==> src/rtl/a429_word_rx.sv <==
module a429_word_rx #(
  parameter int HALF_W    = 16,
  parameter int GAP_TICKS = 16
) (
  input  logic              clk,
  input  logic              rst_n,
  input  logic              line_one,
  input  logic              line_zero,
  input  logic              gap_tick,
  input  logic              par_en,
  input  logic              rd_n,
  output logic [HALF_W-1:0] bus_data,
  output logic              bus_oe,
  output logic              data_ready,
  output logic              word_err
);
  localparam int W  = 2 * HALF_W;
  localparam int CW = $clog2(W + 2);
  localparam int GW = $clog2(GAP_TICKS + 1);
  localparam logic [CW-1:0] CNT_FULL = CW'(W);
  localparam logic [CW-1:0] CNT_SAT  = CW'(W + 1);
  localparam logic [GW-1:0] GAP_LAST = GW'(GAP_TICKS - 1);

  logic [W-1:0]  shreg, rxbuf;
  logic [CW-1:0] bit_cnt;
  logic [GW-1:0] gap_cnt;
  logic          latched, half, rd_q;

  wire valid   = line_one ^ line_zero;
  wire take    = valid & ~latched;
  wire in_word = bit_cnt != '0;
  wire close   = in_word & ~valid & gap_tick & (gap_cnt == GAP_LAST);
  wire odd_ok  = ^shreg;

  always_ff @(posedge clk or negedge rst_n) begin
    if (!rst_n) begin
      shreg      <= '0;
      rxbuf      <= '0;
      bit_cnt    <= '0;
      gap_cnt    <= '0;
      latched    <= 1'b0;
      half       <= 1'b0;
      rd_q       <= 1'b1;
      data_ready <= 1'b0;
      word_err   <= 1'b0;
    end else begin
      latched <= valid;
      rd_q    <= rd_n;
      if (!rd_n && !half) data_ready <= 1'b0;
      if (rd_n && !rd_q) half <= ~half;
      if (valid) gap_cnt <= '0;
      else if (close) gap_cnt <= '0;
      else if (in_word && gap_tick) gap_cnt <= gap_cnt + 1'b1;
      if (take) begin
        shreg <= {line_one, shreg[W-1:1]};
        if (bit_cnt != CNT_SAT) bit_cnt <= bit_cnt + 1'b1;
      end else if (close) begin
        rxbuf      <= par_en ? {~odd_ok, shreg[W-2:0]} : shreg;
        word_err   <= (bit_cnt != CNT_FULL) | (par_en & ~odd_ok);
        data_ready <= 1'b1;
        half       <= 1'b0;
        bit_cnt    <= '0;
        shreg      <= '0;
      end
    end
  end

  assign bus_oe   = ~rd_n;
  assign bus_data = rd_n ? '0 : (half ? rxbuf[W-1:HALF_W] : rxbuf[HALF_W-1:0]);

  a_r3_one_bit_per_level: assert property (@(posedge clk) disable iff (!rst_n)
    (latched && valid) |=> $stable(bit_cnt));
  a_r10_count_saturates: assert property (@(posedge clk) disable iff (!rst_n)
    bit_cnt <= CNT_SAT);
  a_r4_close_after_gap: assert property (@(posedge clk) disable iff (!rst_n)
    $rose(data_ready) |-> ($past(gap_cnt) == GAP_LAST && $past(gap_tick) && !$past(valid)));
  a_r5_ready_falls_on_read: assert property (@(posedge clk) disable iff (!rst_n)
    $fell(data_ready) |-> $past(!rd_n));
  a_r7_bus_quiet: assert property (@(posedge clk) disable iff (!rst_n)
    rd_n |-> (!bus_oe && bus_data == '0));
endmodule

==> config.mk <==
export PLATFORM = sky130hd
export DESIGN_NAME = a429_word_rx
export DESIGN_NICKNAME = d
export VERILOG_FILES = /design/src/rtl/a429_word_rx.sv
export SDC_FILE = /design/constraint.sdc
export NUM_CORES = 1
export LEC_CHECK = 0
export BUFFER_PORTS_ARGS = -buffer_cell sky130_fd_sc_hd__clkbuf_2
export CORE_AREA = 2 2 90 92
export CTS_CLUSTER_SIZE = 12
export DETAILED_ROUTE_END_ITERATION = 10
export DIE_AREA = 0 0 92 94
export PLACE_DENSITY_LB_ADDON = 0.3
export RECOVER_POWER = 25
export SYNTH_ARGS = -nofsm -noshare
export SYNTH_HDL_FRONTEND = slang
export SYNTH_SLANG_ARGS = --single-unit
==> constraint.sdc <==
create_clock -name clk -period 2.15 [get_ports clk]
set_input_delay 0.215 -clock clk [delete_from_list [all_inputs] [get_ports clk]]
set_output_delay 0.215 -clock clk [all_outputs]
set_load 0.01 [all_outputs]
==> results of run 1 <==
-- cells in the final DEF, fill, tap and decap left out, types with 2 or more instances in the layout --
cell type / netlist / routed
sky130_fd_sc_hd__buf_6: 3 / 2
sky130_fd_sc_hd__xor2_1: 8 / 8
sky130_fd_sc_hd__clkinvlp_4: 0 / 2
sky130_fd_sc_hd__nor3b_1: 2 / 2
sky130_fd_sc_hd__inv_6: 0 / 2
sky130_fd_sc_hd__nor2_1: 27 / 27
sky130_fd_sc_hd__o21ai_1: 11 / 11
sky130_fd_sc_hd__nand4_1: 4 / 4
sky130_fd_sc_hd__clkbuf_8: 0 / 9
sky130_fd_sc_hd__buf_12: 0 / 2
sky130_fd_sc_hd__nor3_1: 2 / 2
sky130_fd_sc_hd__mux2i_1: 16 / 16
sky130_fd_sc_hd__nand3_1: 5 / 5
sky130_fd_sc_hd__inv_1: 6 / 6
sky130_fd_sc_hd__ha_1: 4 / 4
sky130_fd_sc_hd__xnor2_1: 29 / 29
sky130_fd_sc_hd__nand2_1: 161 / 161
sky130_fd_sc_hd__a21oi_1: 6 / 6
sky130_fd_sc_hd__clkbuf_2: 0 / 24
sky130_fd_sc_hd__o21ai_0: 28 / 28
sky130_fd_sc_hd__clkinv_4: 0 / 2
sky130_fd_sc_hd__dfrtp_1: 79 / 79
sky130_fd_sc_hd__buf_4: 2 / 11
-- metrics by stage --
step	std cells	power, mW	worst slack, ns
floorplan	422	2.76	0.0962
global route	559	4.44	-0.00662
global placement	542	3.06	0.0488
CTS	559	4.23	0.0787
finish	559	4.17	0.0910
detailed placement	542	3.08	0.000258
-- registers in the layout, indices dropped and copies added, names as in the netlist --
signal      cells
half            1
rxbuf          32
data_ready      1
gap_cnt         5
word_err        1
latched         1
shreg          32
bit_cnt         6
rd_q            1
-- final timing paths --
kind                                        start                     end  slack (ns)  depth (start not counted)
setup reg to reg           bit_cnt[0]$_DFFE_PN0P_   rxbuf[21]$_DFFE_PN0P_        0.09                         10
setup / recovery           bit_cnt[0]$_DFFE_PN0P_   rxbuf[21]$_DFFE_PN0P_        0.09                         10
hold / removal                          line_zero   shreg[31]$_DFFE_PN0P_        0.09                          2
min in group asynchronous                   rst_n  gap_cnt[1]$_DFFE_PN0P_        0.48                          2
hold reg to reg             rxbuf[23]$_DFFE_PN0P_   rxbuf[23]$_DFFE_PN0P_        0.48                          2
max in group asynchronous                   rst_n    shreg[0]$_DFFE_PN0P_        0.46                          3
-- cells in the mapped netlist, drive strengths merged --
| master | n | area (sq um) |
|---|---|---|
| a21oi | 6 | 30.0 |
| a311oi | 1 | 8.76 |
| a41oi | 1 | 8.76 |
| buf | 11 | 78.8 |
| clkbuf | 12 | 45.0 |
| dfrtp | 79 | 1980 |
| dfstp | 1 | 26.3 |
| ha | 4 | 50.1 |
| inv | 6 | 22.5 |
| mux2i | 16 | 160 |
| nand2 | 161 | 604 |
| nand3 | 5 | 25.0 |
| nand4 | 4 | 25.0 |
| nor2 | 27 | 101 |
| nor2b | 2 | 12.5 |
| nor3 | 2 | 10.0 |
| nor3b | 2 | 15.0 |
| nor4 | 1 | 6.26 |
| o21ai | 40 | 204 |
| o22ai | 1 | 6.26 |
| or3 | 1 | 6.26 |
| or4 | 1 | 7.51 |
| or4b | 1 | 10.0 |
| xnor2 | 29 | 254 |
| xor2 | 8 | 70.1 |
-- area by class of cell --
type / count / area, sq um / share of cell area, %
inverters: 6 / 22.5 / 0.527
repair buffers: 42 / 287 / 6.70
well taps: 102 / 128 / 2.98
flip-flops and latches: 80 / 2000 / 46.8
clock inverters: 7 / 80.1 / 1.87
clock buffers: 9 / 124 / 2.90
multi-input cells: 313 / 1630 / 38.2
-- routing by layer --
metal | vias up | global-route usage [%] | share of wire [%]
met5 | - | 0 | 0
met4 | 0 | 7.71 | 1.2
met3 | 6 | 4.33 | 2.9
met2 | 45 | 29.1 | 46
met1 | 1374 | 27.7 | 50
li1 | 1409 | - | -
-- cells by family (layout without fill, tap and decap cells) --
logic type / after synthesis / after routing
buf+inv: 29 / 64
flops: 80 / 80
mux: 16 / 16
fa+ha+maj: 4 / 4
xor+xnor: 37 / 37
compound gates: 49 / 49
simple gates: 207 / 207
-- power by group --
group          switching (mW)  internal, mW  total [mW]
Sequential              0.217          1.68        1.90
Combinational           0.585         0.562        1.15
Clock                   0.581         0.548        1.13
Total                    1.38          2.79        4.17
-- repair_timing --
action                                  4_1_cts  5_1_grt
resized for setup                             1        2
buffers inserted                              0        0
endpoints found under the setup margin       14        6
pin swaps                                     0        1
hold buffers                                  1        0
hold endpoints to repair                     31        0
==> summary.md, run 1 <==
| Metric | Value |
|---|---|
| Average cell area after synthesis | 8.92 sq um |
| Worst-path clk slew | 0.08 ns |
| Critical path buffer and inverter count | 4 |
| Synthesized net count | 433 |
| Hold Fails Final Rpt | 0 |
| Num rows | 32 |
| Share of final-layout standard cells stronger than drive strength 1 | 13.3% |
| Pins over their slew limit | 0 |
| Count of synthesis-stage warnings from yosys | 0 |
| Sequential fraction of the synthesis area | 53.2% |
| Endpoint kind of the worst setup timing path | flop |
| Static power due to leakage | 2.10 nW |
| Area delta synth->final | 13.6% |
| Vias | 2834 |
| Leftover overflow at the end of global routing | 0 |
| Final instance area | 4280 sq um |
| Power density over the cells | 976 nW/um^2 |
| Data required time at the worst endpoint | 2.39 ns |
| Starting Density | 49.5% |
| N_diodes | 0 |
| Die height | 94 um |
| Clock period minus worst slack | 2.06 ns |
| First-pass DRT Iterations | 5 |
| Average vias per placed instance | 5.07 |
| Later-pin clock latency in the skew report | 0.35 ns |
| RD Place Congestion | 0.744 |
| Max incr delay on CP | 0.47 ns |
| Cell Area, Synth | 3760 sq um |
| Maximum buffer depth of the clock tree | 2 |
| Remaining design rule violation count | 0 |
| Clock Sink Count | 80 |
| Parity-gate share of the synthesized area counting xor and xnor cells | 8.61% |
| Area share of and/or/nand/nor cells after synthesis | 21.9% |
| I/O pin count | 26 |
| Post-DRT Antenna Nets | 0 |
| Launching element type of the critical path | flop |
| Complex-gate fraction of the synthesized area | 6.85% |
| Yosys reg bits | 80 |
| Max frequency | 0.486 GHz |
| Global-route usage over all layers | 19.5% |
| Tightest Hold Check Type | in -> reg |
| Total cell area at the placement stage | 4070 sq um |
| Setup repair after global routing missed its margin | true |
| Largest family of logic cells by synthesized area | simple AND/OR/NAND/NOR gates |
| Core Area | 7610 sq um |
| Dominant cell type by count on the critical path | sky130_fd_sc_hd__buf_4 |
| Fin util | 56.2% |
| TritonCTS clock tree | done |
| CTS Buf Count | 9 |
| Tightest Pin Transition | 0.943 ns |
| Adder-cell area share of the yosys netlist | 1.33% |
| Final TNS setup | 0 ns |
| Average wire length per cell after detail routing | 13.2 um |
| Total wire length | 7400 um |
| Net total in the final layout | 463 |
| Fraction of synthesized area in multiplexers | 4.25% |
| Slew HR | 37.2% |
| Worst clock skew | 0.00893 ns |
| Number of global-route vias before repair | 2802 |
| Floorplan die area | 8650 sq um |
| Class of the most critical setup path | reg -> reg |
| CTS root buf | sky130_fd_sc_hd__clkbuf_8 |
| Crit path DAT | 2.30 ns |
| X dimension of the die | 92 um |
| Fin crit share | 95.8% |
| Number of buffers added on ports | 25 |
| Final HPWL from detailed placement | 4990 um |
| CTS H-Tree Depth | 3 |
| # Max-Cap Violations | 0 |
| First-pass GRT wire length | 13200 um |
| Number of antenna violations at the first check in global routing | 0 |
| CP Max Fanout | 11 |
| Min Hold Slack | 0.0942 ns |
| Cell class contributing the biggest share of worst-path delay | simple AND/OR/NAND/NOR gates |
| Final count of negative-setup-slack endpoints | 0 |
| Number of DRC violations after detailed-routing iteration 0 | 200 |
| Distinct cell type count of the synthesized netlist | 29 |
| Cells traversed along the worst timing path | inv_1, ha_1, or4b_1, o21ai_2, buf_4, nor4_2, buf_4, buf_4, nand2_1, nand2_1 |
| Max IR drop VDD | 0.559 mV |
| Cell with the largest stage delay on the worst path | sky130_fd_sc_hd__or4b_1 |
| Post-synthesis cell count | 422 |
| Largest net degree at the start of global routing | 63 |
| Filler cell count | 685 |
| Result of the run | finished, final reports clean |
(Power assumes the default switching activity.)
==> inputs of run 2 (changes only) <==
--- a/config.mk
+++ b/config.mk
@@ -5,11 +5,12 @@
 export SDC_FILE = /design/constraint.sdc
 export NUM_CORES = 1
 export LEC_CHECK = 0
+export ABC_AREA = 1
 export BUFFER_PORTS_ARGS = -buffer_cell sky130_fd_sc_hd__clkbuf_2
-export CORE_AREA = 2 2 90 92
+export CORE_AREA = 2 2 93 95
 export CTS_CLUSTER_SIZE = 12
 export DETAILED_ROUTE_END_ITERATION = 10
-export DIE_AREA = 0 0 92 94
+export DIE_AREA = 0 0 95 97
 export PLACE_DENSITY_LB_ADDON = 0.3
 export RECOVER_POWER = 25
 export SYNTH_ARGS = -nofsm -noshare
==> run 2 against run 1 <==
Count of clock-buffer cells in the layout increased by 1. Register-to-register slack improved by 0.30 ns. Synthesized area increased by 6.3%. Global-route usage about the same.
==> summary.md, run 2 <==
| Metric | Value |
|---|---|
| Global-route usage over all layers | 19.5% (about the same) |
| Final HPWL from detailed placement | 5830 um (was 4990 um) |
| Terminus of the critical flop-to-flop path | bit_cnt[5]$_DFFE_PN0P_ (was rxbuf[21]$_DFFE_PN0P_) |
| Number of antenna violations at the first check in global routing | 0 (unchanged) |
| Final instance area | 4420 sq um (was 4280 sq um) |
| Pins over their slew limit | 0 (unchanged) |
| Max IR drop VDD | 0.478 mV (was 0.559 mV) |
| Top flop regs | rxbuf (32), shreg (32), bit_cnt (6) (unchanged) |
| Share of final-layout standard cells stronger than drive strength 1 | 10.2% (was 13.3%) |
| Final TNS setup | 0 ns (unchanged) |
| Result of the run | finished, final reports clean (unchanged) |
| Number of synthesized flops with an enable pin | 0 (unchanged) |
| Net total in the final layout | 546 (was 463) |
| Yosys reg bits | 80 (unchanged) |
| Synthesized net count | 523 (was 433) |
| Flip-flop cell with the highest count after synthesis | sky130_fd_sc_hd__dfrtp_1 (unchanged) |
| Core Area | 8130 sq um (was 7610 sq um) |
| CTS root buf | sky130_fd_sc_hd__clkbuf_8 (unchanged) |
| N_diodes | 0 (unchanged) |
| Most common cell after layout, fill and taps aside | sky130_fd_sc_hd__nand2_1 (unchanged) |
| Vias | 3300 (was 2834) |
| Tightest Hold Check Type | in -> reg (unchanged) |
| Post-synth top area cell | sky130_fd_sc_hd__dfrtp_1 (unchanged) |
| Cell Area, Synth | 4000 sq um (was 3760 sq um) |
| Data required time at the worst endpoint | 1.93 ns (was 2.39 ns) |
| X dimension of the die | 95 um (was 92 um) |
| Endpoint kind of the worst setup timing path | output pin (was flop) |
| Critical hold path startpoint | line_one (was line_zero) |
| Post-DRT Antenna Nets | 0 (unchanged) |
| Number of global-route vias before repair | 3209 (was 2802) |
| Average cell area after synthesis | 7.82 sq um (was 8.92 sq um) |
| Worst Reg2Reg Path Length in Cells | 10 (unchanged) |
| End point of the most critical hold path | shreg[31]$_DFFE_PN0P_ (unchanged) |
| Hold Fails Final Rpt | 0 (unchanged) |
| Num rows | 33 (was 32) |
| CTS Buf Count | 9 (unchanged) |
| Setup repair after global routing missed its margin | false (was true) |
| Slew HR | 35.2% (was 37.2%) |
| Remaining design rule violation count | 0 (unchanged) |
| Count of synthesis-stage warnings from yosys | 0 (unchanged) |
| Starting Density | 49.2% (was 49.5%) |
| Crit path DAT | 1.77 ns (was 2.30 ns) |
| Launching element type of the critical path | primary input (was flop) |
| Later-pin clock latency in the skew report | 0.35 ns (about the same) |
| Final count of negative-setup-slack endpoints | 0 (unchanged) |
| Synth area leaders | sky130_fd_sc_hd__dfrtp_1 49%, sky130_fd_sc_hd__nand2_1 15%, sky130_fd_sc_hd__o21ai_0 7.1% (was sky130_fd_sc_hd__dfrtp_1 53%, sky130_fd_sc_hd__nand2_1 16%, sky130_fd_sc_hd__xnor2_1 6.7%) |
| Clock period minus worst slack | 1.98 ns (was 2.06 ns) |
| Hold Path Stages | 3 (was 2) |
| Leftover overflow at the end of global routing | 0 (unchanged) |
| Total wire length | 8330 um (was 7400 um) |
| Die height | 97 um (was 94 um) |
| Area share of the largest cell type after synthesis | 49.4% (was 52.5%) |
| TritonCTS clock tree | done (unchanged) |
| Fin crit share | 92.2% (was 95.8%) |
| Number of DRC violations after detailed-routing iteration 0 | 231 (was 200) |
| Post-synthesis cell count | 512 (was 422) |
| Sequential fraction of the synthesis area | 50.0% (was 53.2%) |
| First-pass DRT Iterations | 5 (unchanged) |
| Tightest Pin Transition | 0.972 ns (was 0.943 ns) |
| Power density over the cells | 1250 nW/um^2 (was 976 nW/um^2) |
| Worst clock skew | 0.0101 ns (was 0.00893 ns) |
| Worst-path clk slew | 0.07 ns (was 0.08 ns) |
| Post-route setup slack | 0.168 ns (was 0.0910 ns) |
| Total power | 5.53 mW (was 4.17 mW) |
| Area delta synth->final | 10.3% (was 13.6%) |
| Static power due to leakage | 2.30 nW (was 2.10 nW) |
| Async set-or-reset flop fraction in the synthesized netlist | 100% (unchanged) |
| Filler cell count | 763 (was 685) |
| # Max-Cap Violations | 0 (unchanged) |
| Worst R2R Setup Slack | 0.39 ns (was 0.09 ns) |
| Cell with the most instances after synthesis | sky130_fd_sc_hd__nand2_1 (unchanged) |
| FF-to-FF Start | bit_cnt[0]$_DFFE_PN0P_ (unchanged) |
| Maximum buffer depth of the clock tree | 2 (unchanged) |
| CP Max Fanout | 18 (was 11) |
| Floorplan die area | 9220 sq um (was 8650 sq um) |
| First-pass GRT wire length | 14400 um (was 13200 um) |
| Total cell area at the placement stage | 4250 sq um (was 4070 sq um) |
| Number of buffers added on ports | 25 (unchanged) |
| Average wire length per cell after detail routing | 12.9 um (was 13.2 um) |
| Leading cell types in the layout, fill and taps excluded | 161 x sky130_fd_sc_hd__nand2_1, 79 x sky130_fd_sc_hd__dfrtp_1, 57 x sky130_fd_sc_hd__o21ai_0 (was 161 x sky130_fd_sc_hd__nand2_1, 79 x sky130_fd_sc_hd__dfrtp_1, 29 x sky130_fd_sc_hd__xnor2_1) |
| Worst setup slack after placement | 0.390 ns (was 0.000258 ns) |
| Distinct cell type count of the synthesized netlist | 27 (was 29) |
| RD Place Congestion | 0.793 (was 0.744) |
| CTS H-Tree Depth | 3 (unchanged) |
| List of most frequent post-synthesis cells | 161 x sky130_fd_sc_hd__nand2_1, 79 x sky130_fd_sc_hd__dfrtp_1, 57 x sky130_fd_sc_hd__o21ai_0 (was 161 x sky130_fd_sc_hd__nand2_1, 79 x sky130_fd_sc_hd__dfrtp_1, 29 x sky130_fd_sc_hd__xnor2_1) |
| Class of the most critical setup path | in -> out (was reg -> reg) |
| I/O pin count | 26 (unchanged) |
| Max frequency | 0.505 GHz (was 0.486 GHz) |
| Fin util | 54.3% (was 56.2%) |
| Clock Sink Count | 80 (unchanged) |
| Largest net degree at the start of global routing | 64 (was 63) |
| Average vias per placed instance | 5.12 (was 5.07) |
run 2: changes by cell type after synthesis, moves of 6 or more:
cell | before | now
sky130_fd_sc_hd__inv_1 | 6 | 55
sky130_fd_sc_hd__o22ai_1 | 1 | 31
sky130_fd_sc_hd__o21ai_0 | 28 | 57
sky130_fd_sc_hd__nor2_1 | 27 | 51
sky130_fd_sc_hd__xnor2_1 | 29 | 10
sky130_fd_sc_hd__mux2i_1 | 16 | 0
sky130_fd_sc_hd__o21ai_1 | 11 | 1
sky130_fd_sc_hd__buf_2 | 6 | 12
run 2: power by group:
part / leakage (nW) / switching, mW / internal, mW
clock network: 0.0841 / 0.539 / 0.442
logic: 1.15 / 1.55 / 0.878
registers: 1.06 / 0.293 / 1.82
total: 2.30 / 2.38 / 3.14
run 2: metrics by stage:
| stage | hold WS (ns) | instances |
|---|---|---|
| 6_report | 0.171 | 644 |
| 5_1_grt | 0.171 | 644 |
| 4_1_cts | 0.188 | 644 |
| 3_5_place_dp | 0.227 | 627 |
| 3_3_place_gp | 0.228 | 627 |
| 2_1_floorplan | -0.0806 | 512 |
run 2: repair_timing:
item	4_1_cts	5_1_grt
setup buffers	0	0
hold buffers	2	0
endpoints found under the hold margin	39	0
resized for setup	0	0
run 2: cell type report:
cell class | instances | area [sq um] | area share, %
sequential | 80 | 2000 | 45.3
multi-input combinational | 353 | 1680 | 38.1
inverter | 58 | 218 | 4.93
timing repair buffer | 33 | 213 | 4.81
clock buffer | 10 | 138 | 3.12
tap | 105 | 131 | 2.97
clock inverter | 5 | 33.8 | 0.765
run 2: logic make-up (layout without fill, tap and decap cells):
logic type	after synthesis	count (layout)	synth area share [%]
compound gates	99	99	13.5
fa+ha+maj	4	4	1.25
buf+inv	79	106	7.78
flops	80	80	50.0
xor+xnor	20	20	4.56
simple gates	230	230	22.9
run 2: critical path, cell delays in order:
cell and delay (ns):
sky130_fd_sc_hd__dlygate4sd3_1 0.55, sky130_fd_sc_hd__clkbuf_2 0.13, sky130_fd_sc_hd__inv_1 0.33, sky130_fd_sc_hd__o21ai_0 0.21
sky130_fd_sc_hd__nor2_1 0.17, sky130_fd_sc_hd__clkbuf_2 0.16
run 2: layer usage:
metal | vias up | global-route usage (%) | share of wire, %
li1 | 1678 | - | -
met1 | 1549 | 26.5 | 46
met2 | 59 | 30.9 | 50
met3 | 14 | 3.58 | 2.8
met4 | 0 | 7.58 | 1.6
met5 | - | 0 | 0
run 2: worst max path at each step:
stage                            from                      to  slack, ns  cells after the start
2_1_floorplan  bit_cnt[0]$_DFFE_PN0P_  bit_cnt[5]$_DFFE_PN0P_       0.60                     10
3_3_place_gp   bit_cnt[0]$_DFFE_PN0P_  bit_cnt[5]$_DFFE_PN0P_       0.49                     10
3_5_place_dp   bit_cnt[0]$_DFFE_PN0P_  bit_cnt[5]$_DFFE_PN0P_       0.39                     10
4_1_cts                          rd_n            bus_data[12]       0.19                      6
5_1_grt                          rd_n            bus_data[12]      0.009                      6
6_report                         rd_n            bus_data[12]       0.17                      6
==> inputs of run 3 (changes only) <==
--- a/config.mk
+++ b/config.mk
@@ -11,7 +11,7 @@
 export CTS_CLUSTER_SIZE = 12
 export DETAILED_ROUTE_END_ITERATION = 10
 export DIE_AREA = 0 0 95 97
-export PLACE_DENSITY_LB_ADDON = 0.3
+export PLACE_DENSITY = 0.69
 export RECOVER_POWER = 25
 export SYNTH_ARGS = -nofsm -noshare
 export SYNTH_HDL_FRONTEND = slang
==> run 3 against run 2 <==
Critical path depth unchanged. Flip-flop and latch count unchanged. Sequential share of layout area down 0.37 points. Maximum frequency up 0.30%. Die area unchanged. Total power up 3.4%. Global-route usage about the same. First-iteration DRC count down 14%. Clock skew up 0.00091 ns. Critical endpoint unchanged. Largest cell class unchanged.
==> summary.md, run 3 (same netlist as run 2, synthesis figures left out) <==
| Metric | Value |
|---|---|
| Max IR drop VDD | 0.698 mV (was 0.478 mV) |
| Maximum buffer depth of the clock tree | 2 (unchanged) |
| Min Hold Slack | 0.131 ns (was 0.171 ns) |
| RD Place Congestion | 0.792 (was 0.793) |
| Total cell area at the placement stage | 4260 sq um (was 4250 sq um) |
| Crit path DAT | 1.76 ns (was 1.77 ns) |
| Clock power share | 20.3% (was 17.8%) |
| Final HPWL from detailed placement | 5870 um (was 5830 um) |
| Data required time at the worst endpoint | 1.93 ns (about the same) |
| Post-route setup slack | 0.174 ns (was 0.168 ns) |
| Tightest Hold Check Type | in -> reg (unchanged) |
| Average vias per placed instance | 5.02 (was 5.12) |
| Core Area | 8130 sq um (unchanged) |
| Count of non-filler cells in the finished layout | 645 (was 644) |
| Post-cts resize count | 0 (unchanged) |
| Remaining design rule violation count | 0 (unchanged) |
| TritonCTS clock tree | done (unchanged) |
| Leftover overflow at the end of global routing | 0 (unchanged) |
| N_diodes | 0 (unchanged) |
| Fin util | 54.8% (was 54.3%) |
| Vias | 3237 (was 3300) |
| Net total in the final layout | 547 (was 546) |
| First-pass DRT Iterations | 4 (was 5) |
| Area delta synth->final | 11.2% (was 10.3%) |
| Number of antenna violations at the first check in global routing | 0 (unchanged) |
| Num rows | 33 (unchanged) |
| Share of final-layout standard cells stronger than drive strength 1 | 9.81% (was 10.2%) |
| Slew HR | 41.0% (was 35.2%) |
| Static power due to leakage | 2.32 nW (was 2.30 nW) |
| # placed instances | 628 (was 627) |
| Hold Fails Final Rpt | 0 (unchanged) |
| Leading cell types in the layout, fill and taps excluded | 161 x sky130_fd_sc_hd__nand2_1, 79 x sky130_fd_sc_hd__dfrtp_1, 57 x sky130_fd_sc_hd__o21ai_0 (unchanged) |
| Part of the power in registers | 37.1% (was 38.3%) |
| Die height | 97 um (unchanged) |
| Internal power summed over all cells | 3.35 mW (was 3.14 mW) |
| CTS root buf | sky130_fd_sc_hd__clkbuf_8 (unchanged) |
| CTS Buf Count | 9 (unchanged) |
| Total wire length | 8230 um (was 8330 um) |
| Switching part of the total | 41.4% (was 43.1%) |
| Number of global-route vias before repair | 3133 (was 3209) |
| Combinational power share | 42.5% (was 43.9%) |
| Pins over their slew limit | 0 (unchanged) |
| CTS H-Tree Depth | 3 (unchanged) |
| # Max-Cap Violations | 0 (unchanged) |
| Final instance area | 4450 sq um (was 4420 sq um) |
| Largest net degree at the start of global routing | 64 (unchanged) |
| Number of buffers added on ports | 25 (unchanged) |
| Floorplan die area | 9220 sq um (unchanged) |
| Average wire length per cell after detail routing | 12.8 um (was 12.9 um) |
| Later-pin clock latency in the skew report | 0.35 ns (about the same) |
| Final TNS setup | 0 ns (unchanged) |
| Global-route usage over all layers | 19.5% (about the same) |
| Power density over the cells | 1280 nW/um^2 (was 1250 nW/um^2) |
| Endpoint kind of the worst setup timing path | output pin (unchanged) |
| Setup repair after global routing missed its margin | false (unchanged) |
| Power dissipated by switching net loads | 2.37 mW (was 2.38 mW) |
| Result of the run | finished, final reports clean (unchanged) |
| Clock Sink Count | 80 (unchanged) |
| Class of the most critical setup path | in -> out (unchanged) |
| Total power | 5.71 mW (was 5.53 mW) |
| Launching element type of the critical path | primary input (unchanged) |
| Worst-path clk slew | 0.08 ns (was 0.07 ns) |
| X dimension of the die | 95 um (unchanged) |
| Final count of negative-setup-slack endpoints | 0 (unchanged) |
| I/O pin count | 26 (unchanged) |
| Max frequency | 0.506 GHz (was 0.505 GHz) |
| CP Max Fanout | 18 (unchanged) |
| Post-DRT Antenna Nets | 0 (unchanged) |
| Fin crit share | 91.9% (was 92.2%) |
| Worst clock skew | 0.0110 ns (was 0.0101 ns) |
| Clock period minus worst slack | 1.98 ns (about the same) |
| Most common cell after layout, fill and taps aside | sky130_fd_sc_hd__nand2_1 (unchanged) |
| First-pass GRT wire length | 14300 um (was 14400 um) |
| Number of DRC violations after detailed-routing iteration 0 | 199 (was 231) |
| Tightest Pin Transition | 0.885 ns (was 0.972 ns) |
| Top flop regs | rxbuf (32), shreg (32), bit_cnt (6) (unchanged) |
| Worst setup slack after placement | 0.414 ns (was 0.390 ns) |
| Starting Density | 49.2% (unchanged) |
==> run 3: path summary, 6_finish.rpt <==
kind                       depth (start not counted)                     end                   start  slack, ns
hold reg to reg                                    2   rxbuf[12]$_DFFE_PN0P_   rxbuf[12]$_DFFE_PN0P_       0.48
hold / removal                                     3   shreg[31]$_DFFE_PN0P_                line_one       0.13
setup reg to reg                                  10  bit_cnt[5]$_DFFE_PN0P_  bit_cnt[0]$_DFFE_PN0P_       0.41
min in group asynchronous                          2    shreg[0]$_DFFE_PN0P_                   rst_n       0.52
max in group asynchronous                          3   shreg[26]$_DFFE_PN0P_                   rst_n       0.41
setup / recovery                                   6            bus_data[12]                    rd_n       0.17
==> run 3: repair_timing <==
action	CTS	global route
endpoints found under the hold margin	35	0
buffers inserted	0	0
hold buffers	2	0
==> run 3: layout make-up <==
| cell class | instances | area, sq um |
|---|---|---|
| Inverter | 58 | 218 |
| Tap cell | 105 | 131 |
| Clock buffer | 11 | 131 |
| Timing Repair Buffer | 34 | 219 |
| Fill cell | 740 | 3680 |
| Sequential cell | 80 | 2000 |
| Multi-Input combinational cell | 353 | 1680 |
| Clock inverter | 4 | 70.1 |
==> run 3: metal layers <==
layer / global-route usage (%) / vias to the layer above / share of wire (%)
li1: - / 1670 / -
met1: 26.1 / 1531 / 47
met2: 31.6 / 30 / 49
met3: 4.67 / 6 / 2.5
met4: 5.57 / 0 / 1.2
met5: 0 / - / 0
==> run 3: power by group through the flow <==
stage	registers (mW)	logic [mW]	clock network, mW
floorplan	2.05	1.97	0
global placement	2.13	2.33	0
detailed placement	2.15	2.42	0
CTS	2.12	2.44	1.19
global route	2.17	2.84	1.26
finish	2.12	2.43	1.16
==> run 3: worst max-delay path: stages <==
cell	delay [ns]
sky130_fd_sc_hd__dlygate4sd3_1	0.53
sky130_fd_sc_hd__clkbuf_1	0.13
sky130_fd_sc_hd__inv_1	0.34
sky130_fd_sc_hd__o21ai_0	0.19
sky130_fd_sc_hd__nor2_1	0.18
sky130_fd_sc_hd__clkbuf_2	0.16
